===== src/rtl/pin_edge_irq_pkg.sv =====
package pin_edge_irq_pkg;
  typedef enum logic {
    POL_FALL = 1'b0,
    POL_RISE = 1'b1
  } edge_pol_t;
endpackage


===== src/rtl/irq_pin_sync.sv =====
module irq_pin_sync #(
  parameter int STAGES = 2
) (
  input  logic clk,
  input  logic rst,
  input  logic d,
  output logic q
);
  logic [STAGES-1:0] chain;

  for (genvar i = 0; i < STAGES; i++) begin : g_stage
    if (i == 0) begin : g_first
      always_ff @(posedge clk) begin
        if (rst) chain[i] <= 1'b0;
        else     chain[i] <= d;
      end
    end else begin : g_rest
      always_ff @(posedge clk) begin
        if (rst) chain[i] <= 1'b0;
        else     chain[i] <= chain[i-1];
      end
    end
  end

  assign q = chain[STAGES-1];
endmodule


===== src/rtl/irq_edge_ctl.sv =====
module irq_edge_ctl
  import pin_edge_irq_pkg::*;
(
  input  logic       clk,
  input  logic       rst,
  input  logic       ctl_wr,
  input  logic [1:0] ctl_addr,
  output edge_pol_t  pol,
  output logic       pin_en
);
  always_ff @(posedge clk) begin
    if (rst) begin
      pol    <= POL_FALL;
      pin_en <= 1'b0;
    end else if (ctl_wr) begin
      pol    <= edge_pol_t'(ctl_addr[0]);
      pin_en <= ctl_addr[1];
    end
  end

  // a control write is latched from the address bits
  a_r2_ctl_latch: assert property (@(posedge clk) disable iff (rst)
    ctl_wr |=> (pin_en == $past(ctl_addr[1]) && pol == edge_pol_t'($past(ctl_addr[0]))));
endmodule


===== src/rtl/irq_edge_detect.sv =====
module irq_edge_detect
  import pin_edge_irq_pkg::*;
#(
  parameter int SYNC_STAGES = 2
) (
  input  logic      clk,
  input  logic      rst,
  input  logic      lvl,
  input  edge_pol_t pol,
  output logic      edge_evt
);
  localparam int FILL = SYNC_STAGES + 1;
  localparam int CW   = $clog2(FILL + 1);

  logic          prev;
  logic [CW-1:0] fill_cnt;
  logic          fill_done;
  logic          rise, fall;

  assign fill_done = (fill_cnt == CW'(FILL));

  always_ff @(posedge clk) begin
    if (rst) begin
      prev     <= 1'b0;
      fill_cnt <= '0;
    end else begin
      prev <= lvl;
      if (!fill_done) fill_cnt <= fill_cnt + 1'b1;
    end
  end

  assign rise = lvl & ~prev;
  assign fall = ~lvl & prev;

  always_comb begin
    edge_evt = 1'b0;
    if (fill_done) begin
      case (pol)
        POL_RISE: edge_evt = rise;
        default:  edge_evt = fall;
      endcase
    end
  end
endmodule


===== src/rtl/irq_flag_reg.sv =====
module irq_flag_reg #(
  parameter int FLAG_W  = 8,
  parameter int TMR_BIT = 7,
  parameter int PIN_BIT = 6
) (
  input  logic              clk,
  input  logic              rst,
  input  logic              edge_evt,
  input  logic              pin_en,
  input  logic              flag_rd,
  input  logic              tmr_flag,
  input  logic              tmr_en,
  output logic [FLAG_W-1:0] rd_data,
  output logic              irq_n
);
  logic              edge_flag;
  logic [FLAG_W-1:0] status;

  always_comb begin
    status          = '0;
    status[TMR_BIT] = tmr_flag;
    status[PIN_BIT] = edge_flag;
  end

  always_ff @(posedge clk) begin
    if (rst) begin
      edge_flag <= 1'b0;
      rd_data   <= '0;
      irq_n     <= 1'b1;
    end else begin
      if (edge_evt)     edge_flag <= 1'b1;
      else if (flag_rd) edge_flag <= 1'b0;
      if (flag_rd) rd_data <= status;
      irq_n <= ~((pin_en & edge_flag) | (tmr_en & tmr_flag));
    end
  end

  // the flag only rises after a detected edge
  a_r3_flag_cause: assert property (@(posedge clk) disable iff (rst)
    $rose(edge_flag) |-> $past(edge_evt));
  // a detected edge always leaves the flag set, read or not
  a_r8_set_wins: assert property (@(posedge clk) disable iff (rst)
    edge_evt |=> edge_flag);
  // a read with no new edge clears the flag
  a_r7_read_clears: assert property (@(posedge clk) disable iff (rst)
    (flag_rd && !edge_evt) |=> !edge_flag);
  // read data carries the pre-read flags
  a_r6_read_value: assert property (@(posedge clk) disable iff (rst)
    flag_rd |=> (rd_data[PIN_BIT] == $past(edge_flag) && rd_data[TMR_BIT] == $past(tmr_flag)));
  // enabled timer flag pulls the request low
  a_r9_timer_req: assert property (@(posedge clk) disable iff (rst)
    (tmr_en && tmr_flag) |=> !irq_n);
  // no enabled source keeps the request released
  a_r4_masked: assert property (@(posedge clk) disable iff (rst)
    (!pin_en && !(tmr_en && tmr_flag)) |=> irq_n);
endmodule


===== src/rtl/pin_edge_irq.sv =====
module pin_edge_irq
  import pin_edge_irq_pkg::*;
#(
  parameter int SYNC_STAGES = 2,
  parameter int FLAG_W      = 8,
  parameter int TMR_BIT     = 7,
  parameter int PIN_BIT     = 6
) (
  input  logic              clk,
  input  logic              rst,
  input  logic              pin_in,
  input  logic              ctl_wr,
  input  logic [1:0]        ctl_addr,
  input  logic              flag_rd,
  input  logic              tmr_flag,
  input  logic              tmr_en,
  output logic [FLAG_W-1:0] rd_data,
  output logic              irq_n
);
  logic      pin_s;
  logic      edge_evt;
  logic      pin_en;
  edge_pol_t pol;

  irq_pin_sync #(.STAGES(SYNC_STAGES)) u_sync (
    .clk (clk),
    .rst (rst),
    .d   (pin_in),
    .q   (pin_s)
  );

  irq_edge_ctl u_ctl (
    .clk      (clk),
    .rst      (rst),
    .ctl_wr   (ctl_wr),
    .ctl_addr (ctl_addr),
    .pol      (pol),
    .pin_en   (pin_en)
  );

  irq_edge_detect #(.SYNC_STAGES(SYNC_STAGES)) u_det (
    .clk      (clk),
    .rst      (rst),
    .lvl      (pin_s),
    .pol      (pol),
    .edge_evt (edge_evt)
  );

  irq_flag_reg #(
    .FLAG_W  (FLAG_W),
    .TMR_BIT (TMR_BIT),
    .PIN_BIT (PIN_BIT)
  ) u_flags (
    .clk      (clk),
    .rst      (rst),
    .edge_evt (edge_evt),
    .pin_en   (pin_en),
    .flag_rd  (flag_rd),
    .tmr_flag (tmr_flag),
    .tmr_en   (tmr_en),
    .rd_data  (rd_data),
    .irq_n    (irq_n)
  );
endmodule


===== config.mk =====
export PLATFORM = sky130hd
export DESIGN_NAME = pin_edge_irq
export DESIGN_NICKNAME = d
export VERILOG_FILES = /design/src/rtl/pin_edge_irq_pkg.sv /design/src/rtl/irq_pin_sync.sv /design/src/rtl/irq_edge_ctl.sv /design/src/rtl/irq_edge_detect.sv /design/src/rtl/irq_flag_reg.sv /design/src/rtl/pin_edge_irq.sv
export SDC_FILE = /design/constraint.sdc
export NUM_CORES = 1
export LEC_CHECK = 0
export BUFFER_PORTS_ARGS = -buffer_cell sky130_fd_sc_hd__buf_2
export CELL_PAD_IN_SITES_DETAIL_PLACEMENT = 1
export CELL_PAD_IN_SITES_GLOBAL_PLACEMENT = 2
export CORE_UTILIZATION = 27
export CTS_CLUSTER_SIZE = 25
export DETAILED_ROUTE_END_ITERATION = 16
export HOLD_SLACK_MARGIN = 0.1
export PLACE_DENSITY_LB_ADDON = 0.15
export SLEW_MARGIN = 20
export SYNTH_ARGS = -nofsm -noshare
export SYNTH_HDL_FRONTEND = slang
export SYNTH_SLANG_ARGS = --single-unit

===== constraint.sdc =====
create_clock -name clk -period 1.41 [get_ports clk]
set_input_delay 0.141 -clock clk [delete_from_list [all_inputs] [get_ports clk]]
set_output_delay 0.141 -clock clk [all_outputs]
set_load 0.05 [all_outputs]

==> results of run 1 <==
==> final cells by class <==
cell class / instances / area (sq um)
Timing Repair Buffer: 12 / 65.1
Multi-Input combinational cell: 28 / 183
Fill cell: 181 / 992
Sequential cell: 11 / 220
Tap cell: 16 / 20.0
Clock buffer: 4 / 26.3
==> final timing paths <==
| kind | cells after the start | end | from | slack [ps] |
|---|---|---|---|---|
| worst min register to register | 1 | u_sync.q | u_sync.chain[0] | 450 |
| worst max-delay path | 1 | rd_data[7] | u_flags.rd_data[7] | 410 |
| worst max register to register | 3 | u_flags.edge_flag | u_det.fill_cnt[0] | 420 |
| worst min-delay path | 3 | u_ctl.pin_en | ctl_addr[1] | 120 |
==> worst min-delay path: stages <==
cell,delay (ps)
buf_2,80
mux2i_1,60
nor2_1,70
==> state kept, by name, summed over array words and instances (netlist names) <==
signal and flops:
u_sync.q 1, u_flags.irq_n 1, u_ctl.pol 1, u_sync.chain 1, u_flags.rd_data 2, u_flags.edge_flag 1, u_det.fill_cnt 2, u_ctl.pin_en 1
u_det.prev 1
==> routing by layer <==
layer | track usage | up-vias
met2 | 0.175 | 16
met5 | 0 | -
met1 | 0.101 | 152
li1 | - | 152
met4 | 0.0938 | 0
met3 | 0.0302 | 0
==> cells by family (layout without fill, tap and decap cells) <==
| group | Yosys count | count (layout) | synth area share |
|---|---|---|---|
| adder cells (fa/ha/maj) | 1 | 1 | 0.0288 |
| buffers and inverters | 7 | 16 | 0.115 |
| AO/OA/AOI/OAI | 2 | 2 | 0.0317 |
| other | 1 | 6 | 0.00864 |
| multiplexers | 5 | 5 | 0.115 |
| AND/OR/NAND/NOR | 13 | 13 | 0.173 |
| XOR/XNOR | 1 | 1 | 0.0202 |
| flip-flops | 11 | 11 | 0.507 |
==> where the power goes <==
part | total, mW | switching [mW] | internal, mW | leakage (nW)
Clock | 0.213 | 0.104 | 0.109 | 0.0150
Sequential | 0.348 | 0.0141 | 0.334 | 0.0905
Combinational | 0.116 | 0.0771 | 0.0386 | 0.135
Total | 0.677 | 0.195 | 0.482 | 0.240
==> stage by stage <==
| step | power, mW | std cells | utilization | hold WS [ps] |
|---|---|---|---|---|
| floorplan | 0.453 | 46 | - | 213 |
| detailed placement | 0.471 | 66 | 0.317 | 360 |
| finish | 0.677 | 71 | 0.341 | 120 |
| global route | 0.717 | 71 | 0.341 | 132 |
| CTS | 0.693 | 71 | 0.341 | 107 |
| global placement | 0.459 | 66 | 0.317 | 353 |
==> cells in the final DEF (no fill, tap or decap) <==
| cell | instances |
|---|---|
| buf_2 | 11 |
| dfxtp_1 | 11 |
| nor2_1 | 6 |
| conb_1 | 6 |
| mux2i_1 | 5 |
| nor2b_1 | 3 |
| clkbuf_4 | 3 |
| or2b_1 | 1 |
| nand4b_1 | 1 |
| nand4bb_1 | 1 |
| a31oi_1 | 1 |
| a22oi_1 | 1 |
| or2_1 | 1 |
| xor2_1 | 1 |
| ha_1 | 1 |
| clkbuf_1 | 1 |
| dlygate4sd3_1 | 1 |
==> impl_metrics.py, run 1 <==
metrics = {
    "run_status": {
        "status": "finished, final reports clean",
    },
    "drt": {
        "drcViolationCount": 0,
        "met1_length_um": 323,
        "wl_um": 793,
        "wl_met3_um": 73,
        "num_vias": 320,
        "ant_nets": 0,
        "topRoutingLayerUsed": "met3",
        "wire_per_inst_um": 11.2,
        "wl_met2_um": 397,
        "viasPerCell": 4.51,
        "drt_iter0_markers": 4,
        "dr.pass1.iters": 4,
    },
    "worst_hold_path": {
        "hold_class": "in2reg",
    },
    "timing": {
        "finalSetupViolCount": 0,
        "hold_viol": 0,
        "rsz0062_at_grt": "false",
        "post-route-period-util": 0.708,
        "finalCriticalPeriod_ps": 998,
        "drv_slew": 0,
        "fin_ws_ps": 412,
        "finalClockSkew_ps": 0.913,
        "setup_tns_ps": 0,
        "fmax_mhz": 1000,
    },
    "die": {
        "die_h_um": 42.1,
        "fp.coreArea_sq_mm": 0.00151,
        "die_area_sq_mm": 0.00177,
        "fp-row-count": 14,
        "die_x_um": 42.1,
        "start_util": 0.288,
        "io_pins": 18,
    },
    "clock_tree": {
        "clockRootBuffer": "clkbuf_4",
        "clkTransAtPathRegs_ps": 70,
        "cts_made_buffers": 3,
        "ctsResizeCount": 0,
        "cts_tree": "done",
        "clkSinkCount": 11,
        "clock_latency_ps": 260,
        "cts_buffer_depth": 2,
        "cts_setup_buffers": 0,
        "hold_buffers": 1,
        "h-tree-depth": 1,
    },
    "yosys": {
        "yosysUniqueCellTypes": 15,
        "synth.area.top_cells": "dfxtp_1, mux2i_1, buf_4",
        "syn_area_per_cell_sq_um": 10.6,
        "ys_ff_latch": 11,
        "async_flop_share": 0,
        "synth.most_common_cell": "dfxtp_1",
        "syn_area_sq_um": 434,
        "synth_top_area_share": 0.507,
        "synth-main-ff-cell": "dfxtp_1",
        "yosysSeqAreaShare": 0.507,
        "syn_inst": 41,
        "synth_edf_count": 0,
        "yosys_warnings": 0,
        "yosys.area.top_type": "dfxtp_1",
        "synth.cells.most_frequent": "dfxtp_1, buf_4, nor2_1",
    },
    "global_routing": {
        "overflow": 0,
        "grt_use_total": 0.104,
        "antenna_found_initial": 0,
        "grt_pass1_vias": 324,
        "grt_pass1_wl_um": 1320,
        "grt_max_degree": 12,
    },
    "power_and_ir_drop": {
        "power_leakage_nw": 0.240,
        "ir_worst_vdd_v": 0.000405,
        "powerDensity_mw_per_mm2": 1320,
    },
    "placed_design": {
        "placed_area_sq_um": 478,
        "place_congestion": 0.693,
        "portBuffers": 11,
        "hpwlAfterDp_um": 602,
        "pre_cts_ws_ps": 438,
    },
    "worst_setup_path": {
        "max_stage_delay_ps": 330,
        "cp-end-kind": "output pin",
        "setup.worst_path.class": "reg2out",
        "path_buf_inv": 1,
        "crit_slowest_cell": "dfxtp_1",
        "worstPathCellList": "buf_2",
        "critPathTopFamily": "flip-flops",
        "arrival_ps": 860,
        "critPathRequiredTime_ps": 1270,
        "worst_setup_path_start_kind": "flip-flop",
        "cp_max_fo": 2,
    },
    "cells_and_area": {
        "area_growth_pct": 18.4,
        "nets": 66,
        "drive_gt1_frac": 0.255,
        "n_antenna_cell": 0,
        "fin_area_sq_um": 514,
    },
    "flow_run": {
        "cap_violations": 0,
    },
}
No activity file was read; power rests on OpenSTA's default activity.
==> inputs of run 2 (changes only) <==
--- a/config.mk
+++ b/config.mk
@@ -8,7 +8,7 @@
 export BUFFER_PORTS_ARGS = -buffer_cell sky130_fd_sc_hd__buf_2
 export CELL_PAD_IN_SITES_DETAIL_PLACEMENT = 1
 export CELL_PAD_IN_SITES_GLOBAL_PLACEMENT = 2
-export CORE_UTILIZATION = 27
+export CORE_UTILIZATION = 25
 export CTS_CLUSTER_SIZE = 25
 export DETAILED_ROUTE_END_ITERATION = 16
 export HOLD_SLACK_MARGIN = 0.1
==> constraint.sdc (replaced) <==
create_clock -name clk -period 1.04 [get_ports clk]
set_input_delay 0.104 -clock clk [delete_from_list [all_inputs] [get_ports clk]]
set_output_delay 0.104 -clock clk [all_outputs]
set_load 0.05 [all_outputs]
==> impl_metrics.py, run 2 (synthesis gave the netlist of run 1 again) <==
metrics = {
    "placed_design": {
        "portBuffers": 11,
        "placed_cells": 66,
        "hpwlAfterDp_um": 629,
        "placed_area_sq_um": 478,
        "place_congestion": 0.618,
    },
    "worst_setup_path": {
        "critPathTopFamily": "flip-flops",
        "cp_max_fo": 2,
        "worst_setup_path_start_kind": "flip-flop",
        "setup.worst_path.class": "reg2out",
        "cp-end-kind": "output pin",
        "worstPathCellList": "buf_2",
        "path_buf_inv": 1,
        "crit_slowest_cell": "dfxtp_1",
        "critPathRequiredTime_ps": 940,
        "max_stage_delay_ps": 330,
        "arrival_ps": 870,
    },
    "clock_tree": {
        "cts_tree": "done",
        "cts_made_buffers": 3,
        "clockRootBuffer": "clkbuf_4",
        "clock_latency_ps": 270,
        "clkSinkCount": 11,
        "h-tree-depth": 1,
        "cts_buffer_depth": 2,
        "clkTransAtPathRegs_ps": 60,
    },
    "power_and_ir_drop": {
        "powerDensity_mw_per_mm2": 1730,
        "p_int_uw": 670,
        "power_leakage_nw": 0.248,
        "switching_share": 0.290,
        "clkPwrFrac": 0.308,
        "comb_power_share": 0.185,
        "ir_worst_vdd_v": 0.000672,
        "switchingPower_uw": 274,
        "p_seq_frac": 0.507,
    },
    "cells_and_area": {
        "largest_registers": "u_det.fill_cnt (2), u_flags.rd_data (2)",
        "final_util": 0.351,
        "nets": 68,
        "area_growth_pct": 25.9,
        "final_cell_mix": "buf_2, dfxtp_1, nor2_1, conb_1, mux2i_1",
        "fin_area_sq_um": 547,
        "drive_gt1_frac": 0.263,
        "final_cells": 73,
        "n_antenna_cell": 0,
    },
    "timing": {
        "post-route-period-util": 0.932,
        "holdWs_ps": 104,
        "finalCriticalPeriod_ps": 970,
        "setup_tns_ps": 0,
        "fmax_mhz": 1030,
        "rsz0062_at_grt": "false",
        "hold_viol": 0,
        "finalSetupViolCount": 0,
        "drv_slew": 0,
        "finalClockSkew_ps": 4.27,
    },
    "run_status": {
        "violations": "design-rule violations",
        "status": "finished with violations",
    },
    "die": {
        "fp-row-count": 14,
        "die_area_sq_mm": 0.00191,
        "fp.coreArea_sq_mm": 0.00156,
        "die_h_um": 43.7,
        "io_pins": 18,
        "die_x_um": 43.7,
        "start_util": 0.278,
    },
    "global_routing": {
        "grt_max_degree": 12,
        "grt_pass1_vias": 320,
        "overflow": 0,
        "grt_pass1_wl_um": 1360,
        "antenna_found_initial": 0,
        "grt_use_total": 0.104,
    },
    "drt": {
        "ant_nets": 0,
        "drt_iter0_markers": 3,
        "drcViolationCount": 2,
        "viasPerCell": 4.26,
        "num_vias": 311,
        "dr.pass1.iters": 9,
        "wl_um": 806,
        "wire_per_inst_um": 11.0,
    },
    "worst_hold_path": {
        "hold_class": "in2reg",
    },
    "flow_run": {
        "cap_violations": 0,
    },
}
==> run 2: cell types whose count changed in the layout (fill, tap and decap cells not counted) <==
cell | before | now
dlygate4sd3_1 | 1 | 3
ha_4 | 0 | 1
ha_1 | 1 | 0
==> run 2: path summary, 6_finish.rpt <==
kind                      start                 end  slack (ps)  cells after the start
min                    tmr_flag  u_flags.rd_data[7]         100                      3
max          u_flags.rd_data[6]          rd_data[6]          70                      1
min reg2reg     u_sync.chain[0]            u_sync.q         460                      1
max reg2reg   u_det.fill_cnt[0]   u_det.fill_cnt[1]         120                      3
==> run 2: layout make-up <==
cell class | count | area, sq um
Clock buffer | 4 | 26.3
Fill cell | 184 | 1010
Multi-Input combinational cell | 28 | 195
Sequential cell | 11 | 220
Tap cell | 16 | 20.0
Timing Repair Buffer | 14 | 85.1
==> run 2: per-layer routing <==
metal  GRT usage  vias up  share of wire
met5           0        -              0
met4      0.0375        0         0.0099
met3      0.0750        3          0.084
met2       0.152       12           0.50
met1       0.116      142           0.41
li1            -      154              -
==> run 2: through the flow <==
stage          setup WS (ps)  power [mW]
3_3_place_gp             124       0.623
5_1_grt                 12.8        1.02
4_1_cts                 55.7       0.936
3_5_place_dp            64.7       0.638
2_1_floorplan            148       0.614
6_report                70.3       0.944
==> run 2: power groups by stage <==
stage                     clock (mW)  combinational, mW  sequential [mW]
after floorplan                    0              0.125            0.489
after global placement             0              0.146            0.477
after detailed placement           0              0.157            0.481
after CTS                      0.301              0.163            0.471
after global routing           0.335              0.198            0.482
final                          0.291              0.175            0.479
==> run 2: repair_timing <==
item | in CTS | in global routing
endpoints found under the hold margin | 2 | 1
gates resized for setup | 0 | 2
setup endpoints to repair | 0 | 2
setup buffers | 0 | 0
hold buffers | 2 | 1
==> inputs of run 3 (changes only) <==
--- a/config.mk
+++ b/config.mk
@@ -8,6 +8,7 @@
 export BUFFER_PORTS_ARGS = -buffer_cell sky130_fd_sc_hd__buf_2
 export CELL_PAD_IN_SITES_DETAIL_PLACEMENT = 1
 export CELL_PAD_IN_SITES_GLOBAL_PLACEMENT = 2
+export CORE_MARGIN = 2
 export CORE_UTILIZATION = 25
 export CTS_CLUSTER_SIZE = 25
 export DETAILED_ROUTE_END_ITERATION = 16
==> impl_metrics.py, run 3 (synthesis gave the netlist of run 1 again) <==
metrics = {
    "drt": {
        "drt_iter0_markers": 0,
        "dr.pass1.iters": 1,
        "ant_nets": 0,
        "wire_per_inst_um": 10.7,
        "num_vias": 313,
        "wl_um": 791,
        "drcViolationCount": 0,
        "viasPerCell": 4.23,
    },
    "worst_setup_path": {
        "cp-end-kind": "output pin",
        "critPathRequiredTime_ps": 940,
        "setup.worst_path.class": "reg2out",
        "path_buf_inv": 1,
        "max_stage_delay_ps": 330,
        "critPathTopFamily": "flip-flops",
        "arrival_ps": 850,
        "cp_max_fo": 2,
        "cp.depth": 1,
        "reg2reg_depth": 3,
        "worstPathCellList": "buf_2",
        "worst_setup_path_start_kind": "flip-flop",
        "crit_slowest_cell": "dfxtp_1",
    },
    "global_routing": {
        "antenna_found_initial": 0,
        "grt_pass1_vias": 288,
        "grt_max_degree": 12,
        "grt_use_total": 0.0865,
        "overflow": 0,
        "grt_pass1_wl_um": 1180,
    },
    "timing": {
        "setup_tns_ps": 0,
        "fmax_mhz": 1050,
        "post-route-period-util": 0.918,
        "finalSetupViolCount": 0,
        "drv_slew": 0,
        "hold_viol": 0,
        "finalCriticalPeriod_ps": 954,
        "finalClockSkew_ps": 0.886,
        "fin_ws_ps": 85.5,
        "rsz0062_at_grt": "false",
    },
    "placed_design": {
        "place_congestion": 0.654,
        "placed_cells": 67,
        "pre_cts_ws_ps": 63.4,
        "portBuffers": 11,
    },
    "die": {
        "die_area_sq_mm": 0.00209,
        "die_x_um": 45.7,
        "fp-row-count": 15,
        "start_util": 0.260,
        "fp.coreArea_sq_mm": 0.00167,
        "io_pins": 18,
        "die_h_um": 45.7,
    },
    "power_and_ir_drop": {
        "powerDensity_mw_per_mm2": 1710,
        "ir_worst_vdd_v": 0.000553,
        "power_leakage_nw": 0.247,
    },
    "worst_hold_path": {
        "hold_depth": 3,
        "hold_class": "in2reg",
    },
    "clock_tree": {
        "clockRootBuffer": "clkbuf_4",
        "cts_tree": "done",
        "cts_made_buffers": 3,
        "cts_setup_buffers": 0,
        "clkTransAtPathRegs_ps": 70,
        "cts_buffer_depth": 2,
        "h-tree-depth": 1,
        "clkSinkCount": 11,
        "clock_latency_ps": 260,
    },
    "cells_and_area": {
        "drive_gt1_frac": 0.263,
        "largest_registers": "u_det.fill_cnt (2), u_flags.rd_data (2)",
        "final_cells": 74,
        "final_util": 0.322,
        "nets": 68,
        "n_antenna_cell": 0,
        "final_cell_mix": "buf_2, dfxtp_1, nor2_1, conb_1, mux2i_1",
        "area_growth_pct": 23.9,
    },
    "flow_run": {
        "cap_violations": 0,
    },
    "run_status": {
        "status": "finished, final reports clean",
    },
}
[run 3: what timing repair did]
action,4_1_cts,5_1_grt
endpoints found under the hold margin,3,0
resized for setup,0,1
setup endpoints to repair,0,1
hold buffers,3,0
[run 3: routing by layer]
layer  wire length (um)  track usage
met1                334       0.0918
met4                  0       0.0706
met3                 63       0.0357
met2                393        0.132
met5                  0            0
[run 3: cell type report]
cell class              instances  area, sq um
fillers                       196         1130
flip-flops and latches         11          220
multi-input cells              28          185
repair buffers                 14         85.1
clock buffers                   4         26.3
well taps                      17         21.3
[run 3: power by group]
group | internal [mW] | switching (mW) | total [mW]
Clock | 0.148 | 0.137 | 0.286
Sequential | 0.453 | 0.0194 | 0.472
Combinational | 0.0580 | 0.103 | 0.161
Total | 0.659 | 0.260 | 0.919
[run 3: stage by stage]
step	hold slack, ps	power, mW	cell area [sq um]
CTS	116	0.933	536
global placement	318	0.623	479
global route	116	0.976	538
detailed placement	323	0.634	479
finish	116	0.919	538
floorplan	176	0.614	453
[run 3: path summary, 6_finish.rpt]
path	end	slack [ps]	from
setup / recovery	rd_data[7]	90	u_flags.rd_data[7]
hold / removal	u_ctl.pin_en	120	ctl_wr
setup reg to reg	u_det.fill_cnt[1]	100	u_det.fill_cnt[0]
hold reg to reg	u_sync.q	450	u_sync.chain[0]
